File: src/rtl/gpio_flag_pkg.sv
package gpio_flag_pkg;

    localparam int NUM_PORTS = 4;
    localparam int PORT_W    = 8;
    localparam int NPINS     = NUM_PORTS * PORT_W;
    localparam int CODE_W    = $clog2(NPINS + 1);
    localparam int ADDR_W    = 3;
    localparam int SYNC_W    = 2;

    typedef enum logic [ADDR_W-1:0] {
        ADR_ENABLE = 3'd0,
        ADR_BOTH   = 3'd1,
        ADR_POL    = 3'd2,
        ADR_FLAGS  = 3'd3,
        ADR_OFFSET = 3'd4
    } reg_addr_e;

    typedef struct packed {
        logic [NPINS-1:0] enable;
        logic [NPINS-1:0] both;
        logic [NPINS-1:0] rising;
    } pin_cfg_t;

    typedef struct packed {
        logic             wr;
        logic             rd;
        logic [ADDR_W-1:0] addr;
        logic [NPINS-1:0] wdata;
    } bus_req_t;

    // One-hot mask for an offset code; code 0 selects nothing.
    function automatic logic [NPINS-1:0] code_to_mask(input logic [CODE_W-1:0] code);
        logic [NPINS-1:0] m;
        m = '0;
        if (code != '0) begin
            m = {{(NPINS-1){1'b0}}, 1'b1} << (code - 1'b1);
        end
        return m;
    endfunction

endpackage

File: src/rtl/gpio_pin_sync.sv
module gpio_pin_sync
    import gpio_flag_pkg::*;
#(
    parameter int W = NPINS,
    parameter int STAGES = SYNC_W
) (
    input  logic         clk,
    input  logic         rst,
    input  logic [W-1:0] async_in,
    output logic [W-1:0] sync_out
);

    logic [STAGES-1:0] chain_q [W];

    for (genvar i = 0; i < W; i++) begin : g_bit
        always_ff @(posedge clk) begin
            if (rst) begin
                chain_q[i] <= '0;
            end else begin
                chain_q[i] <= {chain_q[i][STAGES-2:0], async_in[i]};
            end
        end
        assign sync_out[i] = chain_q[i][STAGES-1];
    end

endmodule

File: src/rtl/gpio_edge_detect.sv
module gpio_edge_detect
    import gpio_flag_pkg::*;
#(
    parameter int W = NPINS
) (
    input  logic         clk,
    input  logic         rst,
    input  logic [W-1:0] level,
    input  logic [W-1:0] both,
    input  logic [W-1:0] rising,
    output logic [W-1:0] hit
);

    logic [W-1:0] prev_q;
    logic [W-1:0] up;
    logic [W-1:0] down;

    always_ff @(posedge clk) begin
        if (rst) begin
            prev_q <= '0;
        end else begin
            prev_q <= level;
        end
    end

    assign up   = level & ~prev_q;
    assign down = ~level & prev_q;

    for (genvar i = 0; i < W; i++) begin : g_sel
        always_comb begin
            if (both[i]) begin
                hit[i] = up[i] | down[i];
            end else if (rising[i]) begin
                hit[i] = up[i];
            end else begin
                hit[i] = down[i];
            end
        end
    end

endmodule

File: src/rtl/gpio_flag_bank.sv
module gpio_flag_bank
    import gpio_flag_pkg::*;
#(
    parameter int W = NPINS
) (
    input  logic         clk,
    input  logic         rst,
    input  logic [W-1:0] set,
    input  logic [W-1:0] clr,
    output logic [W-1:0] flags
);

    // Set takes priority so that an edge coinciding with a clear is kept.
    always_ff @(posedge clk) begin
        if (rst) begin
            flags <= '0;
        end else begin
            flags <= (flags & ~clr) | set;
        end
    end

endmodule

File: src/rtl/gpio_prio_encoder.sv
module gpio_prio_encoder
    import gpio_flag_pkg::*;
#(
    parameter int W  = NPINS,
    parameter int CW = CODE_W
) (
    input  logic [W-1:0]  req,
    output logic [CW-1:0] code
);

    // Lowest index wins: scan downward so the last match is the lowest.
    always_comb begin
        code = '0;
        for (int i = W - 1; i >= 0; i--) begin
            if (req[i]) begin
                code = CW'(i + 1);
            end
        end
    end

endmodule

File: src/rtl/gpio_edge_flags.sv
module gpio_edge_flags
    import gpio_flag_pkg::*;
(
    input  logic              clk,
    input  logic              rst,
    input  logic [NPINS-1:0]  pin_in,
    input  logic [ADDR_W-1:0] bus_addr,
    input  logic              bus_wr,
    input  logic              bus_rd,
    input  logic [NPINS-1:0]  bus_wdata,
    output logic [NPINS-1:0]  bus_rdata,
    output logic              irq
);

    pin_cfg_t          cfg_q;
    bus_req_t          req;
    logic [NPINS-1:0]  pin_sync;
    logic [NPINS-1:0]  hit_w;
    logic [NPINS-1:0]  flag_q;
    logic [NPINS-1:0]  pending;
    logic [CODE_W-1:0] ofs_code;
    logic [NPINS-1:0]  clr_wr;
    logic [NPINS-1:0]  clr_ofs;
    logic              ofs_read;

    assign req = '{wr: bus_wr, rd: bus_rd, addr: bus_addr, wdata: bus_wdata};

    gpio_pin_sync #(.W(NPINS), .STAGES(SYNC_W)) u_sync (
        .clk      (clk),
        .rst      (rst),
        .async_in (pin_in),
        .sync_out (pin_sync)
    );

    gpio_edge_detect #(.W(NPINS)) u_edge (
        .clk    (clk),
        .rst    (rst),
        .level  (pin_sync),
        .both   (cfg_q.both),
        .rising (cfg_q.rising),
        .hit    (hit_w)
    );

    assign pending = flag_q & cfg_q.enable;

    gpio_prio_encoder #(.W(NPINS), .CW(CODE_W)) u_prio (
        .req  (pending),
        .code (ofs_code)
    );

    assign ofs_read = req.rd && (req.addr == ADR_OFFSET);
    assign clr_ofs  = ofs_read ? code_to_mask(ofs_code) : '0;
    assign clr_wr   = (req.wr && (req.addr == ADR_FLAGS)) ? req.wdata : '0;

    gpio_flag_bank #(.W(NPINS)) u_flags (
        .clk   (clk),
        .rst   (rst),
        .set   (hit_w),
        .clr   (clr_wr | clr_ofs),
        .flags (flag_q)
    );

    always_ff @(posedge clk) begin
        if (rst) begin
            cfg_q <= '0;
        end else if (req.wr) begin
            case (req.addr)
                ADR_ENABLE: cfg_q.enable <= req.wdata;
                ADR_BOTH:   cfg_q.both   <= req.wdata;
                ADR_POL:    cfg_q.rising <= req.wdata;
                default:    ;
            endcase
        end
    end

    always_ff @(posedge clk) begin
        if (rst) begin
            bus_rdata <= '0;
        end else if (req.rd) begin
            case (req.addr)
                ADR_ENABLE: bus_rdata <= cfg_q.enable;
                ADR_BOTH:   bus_rdata <= cfg_q.both;
                ADR_POL:    bus_rdata <= cfg_q.rising;
                ADR_FLAGS:  bus_rdata <= flag_q;
                ADR_OFFSET: bus_rdata <= NPINS'(ofs_code);
                default:    bus_rdata <= '0;
            endcase
        end
    end

    assign irq = |pending;

endmodule

File: config.mk
export PLATFORM = sky130hd
export DESIGN_NAME = gpio_edge_flags
export DESIGN_NICKNAME = d
export VERILOG_FILES = /design/src/rtl/gpio_flag_pkg.sv /design/src/rtl/gpio_pin_sync.sv /design/src/rtl/gpio_edge_detect.sv /design/src/rtl/gpio_flag_bank.sv /design/src/rtl/gpio_prio_encoder.sv /design/src/rtl/gpio_edge_flags.sv
export SDC_FILE = /design/constraint.sdc
export NUM_CORES = 1
export LEC_CHECK = 0
export BUFFER_PORTS_ARGS = -buffer_cell sky130_fd_sc_hd__buf_2
export CORE_ASPECT_RATIO = 0.8
export CORE_MARGIN = 3
export CORE_UTILIZATION = 30
export DETAILED_ROUTE_END_ITERATION = 10
export PLACE_DENSITY = 0.45
export SYNTH_ARGS = -nofsm -noshare
export SYNTH_HDL_FRONTEND = slang
export SYNTH_HIERARCHICAL = 1
export SYNTH_SLANG_ARGS = --single-unit
File: constraint.sdc
create_clock -name clk -period 4.1 [get_ports clk]
set_clock_uncertainty 0.2 [all_clocks]
set_input_delay 0.205 -clock clk [delete_from_list [all_inputs] [get_ports clk]]
set_output_delay 0.205 -clock clk [all_outputs]
set_load 0.02 [all_outputs]
==> summary.md <==
| Metric | Value |
|---|---|
| Routed WL | `35000 microns` |
| Largest net degree at the start of global routing | `154` |
| Top Metal Used | `met4` |
| CP Depth | `13` |
| Vias/cell | `4.68` |
| Status | `completed` |
| Int Pwr | `4.36 mW` |
| TritonCTS Sinks | `256` |
| Initial antenna violation count | `0` |
| Slowest cell on the critical path | `o21ai_1` |
| Clock power share | `0.467` |
| Syn. warnings | `6` |
| Critical Path RT | `4.36 ns` |
| Global-route wire length before repair | `55100 microns` |
| Most used cell, CP | `a21oi_1` |
| Clk_lat worst skew | `0.56 ns` |
| Fin crit share | `0.833` |
| Die extent in x | `231 microns` |
| Synth-to-Final Area Change | `21.1%` |
| Clk slew on worst S/H paths | `0.06 ns` |
| Ant diodes | `0` |
| Core Area | `39700 sq um` |
| Iteration count of the initial detailed-routing pass | `5` |
| CTS Buf Count | `29` |
| Switch Pwr | `1.34 mW` |
| Synth Area in Compound Gates | `0.127` |
| Fillcell total | `4133` |
| Peak VDD IR | `0.257 mV` |
| Sequential area share after synthesis | `0.422` |
| Max-Cap Viols | `0` |
| IO Count | `104` |
| Die area | `42900 sq um` |
| Yosys cell types | `57` |
| Worst Reg-to-Reg Cells | `13` |
| Number of synthesized flops with an enable pin | `0` |
| Max incr delay on CP | `0.48 ns` |
| Pwr dens | `388 nW/um^2` |
| Layout cells sized above 1 | `0.162` |
| Critical path buffer and inverter count | `1` |
| Final core occ | `0.370` |
| Post-route cell area | `14700 sq um` |
| CP max FO | `10` |
| Sum of negative setup slack | `0 ns` |
| Metal3 WL | `1550 microns` |
| Remaining DRCs | `0` |
| Max Buffers Root-to-Sink | `3` |
| Main combinational cell family by area after synthesis | `simple AND/OR/NAND/NOR gates` |
| FFs w/ async S/R, synth | `0` |
| Commonest register cell after synthesis | `dfxtp_1` |
| Post-CTS Setup Inserts | `0` |
| Area leader, netlist | `dfxtp_1` |
| Post-synth top area share | `0.422` |
| Post-synthesis register bit count | `256` |
| Iter 0 DRT Violations | `529` |
| Final hold vios | `0` |
| RePlAce Congestion | `0.847` |
| Vias in the first global route | `9668` |
| Switching share of total power | `0.235` |
| Hold Path Class | `input port to flop` |
| Die height | `186 microns` |
| Pwr Total | `5.70 mW` |
| Post-route insts no fill | `2075` |
| Synth Area in XOR/XNOR | `0.000722` |
| Fmax | `293 MHz` |
| Min cycle time layout | `3.41 ns` |
| RSZ-0062 raised after global routing | `false` |
| Leading cell types in the layout, fill and taps excluded | `dfxtp_1 (256), nand2_1 (230), a21oi_1 (141), inv_1 (111), buf_2 (102)` |
| Most common cell after layout, fill and taps aside | `dfxtp_1` |
| Routed Antenna Nets | `0` |
| Total GRT Usage | `0.162` |
| CP Capture Type | `flop` |
| Max-slew violation count | `0` |
| Port Buffer Count | `103` |
| Cell family with most CP delay | `compound AO/OA/AOI/OAI gates` |
| Cell Chain, Critical Path | `and2_1, or3_1, a221o_1, a21oi_1, o221ai_1, a21oi_1, buf_4, nor3_2, and2_1, o21ai_1, o21ai_0, nand2b_1, a21oi_1` |
| Arr. time, crit path | `3.67 ns` |
| Flop pwr share | `0.457` |
| Final Net Count | `1654` |
| H-tree depth | `1` |
| Detail Placement HPWL | `22800 microns` |
| Post-Syn Instances | `1389` |
| Met1 Wirelength | `17500 microns` |
| Logic pwr share | `0.076` |
| Clock tree from TritonCTS | `built` |
| Hold Crit Depth | `4` |
| Initial Utilization | `0.306` |
| Worst Tran Pin Value | `0.956 ns` |
| Grt ovf | `0` |
| Post-Synth Adder-Cell Area | `0.0660` |
| Placed Instances | `1944` |
| Post-synthesis net count | `1524` |
| Root Buffer | `clkbuf_16` |
| LEAKAGE | `5.59 nW` |
| Area contributors post-synth | `dfxtp_1 (42%), nand2_1 (7.1%), ha_1 (6.6%), a21oi_1 (5.8%), mux2i_1 (5.3%)` |
| Avg Inst Size Synth | `8.73 sq um` |
| Simple logic cell fraction of the synthesized area | `0.214` |
| Mapped Area | `12100 sq um` |
| CP Class | `flop to flop` |
| Avg WL per Cell | `16.9 microns` |
| Critical Path Start Type | `flop` |
| Slew headroom | `0.361` |
| Post-DP Area | `12900 sq um` |
| Met2 routed WL | `15400 microns` |
| Post-synthesis mux area share | `0.0844` |
| Vias | `9710` |
| Endpoints failing setup | `0` |
| Rows | `65` |
[flip-flops by register name, indices dropped and copies added (netlist names)]
register and cells:
cfg_q 96, u_sync/chain_q 64, u_flags/flags 32, u_edge/prev_q 32
bus_rdata 32
[power by group through the flow]
stage	Clock, mW	Sequential [mW]	Combinational (mW)
floorplan	0	2.65	0.260
finish	2.66	2.60	0.433
CTS	2.76	2.60	0.438
global placement	0	2.66	0.375
detailed placement	0	2.66	0.378
global route	2.86	2.61	0.483
[worst reg2reg max path: stages, from the launching register on]
cell      delay [ns]
dfxtp_1         0.33
and2_1          0.23
or3_1           0.36
a221o_1         0.26
a21oi_1         0.21
o221ai_1        0.18
a21oi_1         0.18
buf_4           0.19
nor3_2          0.11
and2_1          0.17
o21ai_1         0.48
o21ai_0         0.15
nand2b_1        0.16
a21oi_1         0.13
[path summary, 6_finish.rpt]
check | startpoint | to | slack, ns
min | bus_addr[0] | bus_rdata[5]$_SDFFE_PP0P_ | 0.18
max | u_flags/flags[17]$_SDFF_PP0_ | u_flags/flags[20]$_SDFF_PP0_ | 0.69
max reg2reg | u_flags/flags[17]$_SDFF_PP0_ | u_flags/flags[20]$_SDFF_PP0_ | 0.69
min reg2reg | u_sync/chain_q[1][16]$_SDFF_PP0_ | u_sync/chain_q[1][17]$_SDFF_PP0_ | 0.24
[per-layer routing]
| layer | vias to the layer above | track usage |
|---|---|---|
| met5 | - | 0 |
| met4 | 0 | 0.0312 |
| met3 | 44 | 0.0249 |
| met2 | 179 | 0.257 |
| met1 | 4641 | 0.235 |
| li1 | 4846 | - |
[Yosys cell counts, types with 5 or more instances]
cell,count
dfxtp_1,256
nand2_1,230
a21oi_1,141
inv_1,111
nor2_1,84
ha_1,64
mux2i_1,64
nor2b_2,60
clkbuf_1,52
nand2b_1,41
buf_4,32
and2_1,31
a221o_1,28
a22oi_1,27
mux2_1,26
o21ai_0,19
buf_6,11
nor3_1,11
nor2b_1,10
or4_1,9
nor4_1,7
a22o_1,6
buf_1,5
nand3b_1,5
o21ai_1,5
[through the flow]
stage	worst slack, ns	hold slack (ns)
finish	0.685	0.185
global route	0.210	0.187
CTS	0.477	0.167
detailed placement	0.500	0.218
global placement	0.631	0.214
floorplan	1.19	0.0717
[cells by family after synthesis]
| family | Yosys count |
|---|---|
| mux | 94 |
| xor+xnor | 1 |
| compound gates | 248 |
| simple gates | 511 |
| flops | 256 |
| fa+ha+maj | 64 |
| buf+inv | 215 |
[cell type report]
class | instances | area (sq um) | share of cell area
Inverter | 111 | 417 | 0.0284
Timing Repair Buffer | 203 | 1490 | 0.101
Clock buffer | 42 | 845 | 0.0575
Multi-Input combinational cell | 918 | 6010 | 0.409
Tap cell | 536 | 671 | 0.0457
Clock inverter | 9 | 126 | 0.00861
Sequential cell | 256 | 5120 | 0.349
[what timing repair did]
action                     CTS  global route
resized for setup            0             1
hold endpoints to repair   186             0
setup endpoints to repair    0             4
hold buffers                80             0
Note: power is estimated with default switching activity, not from simulation.
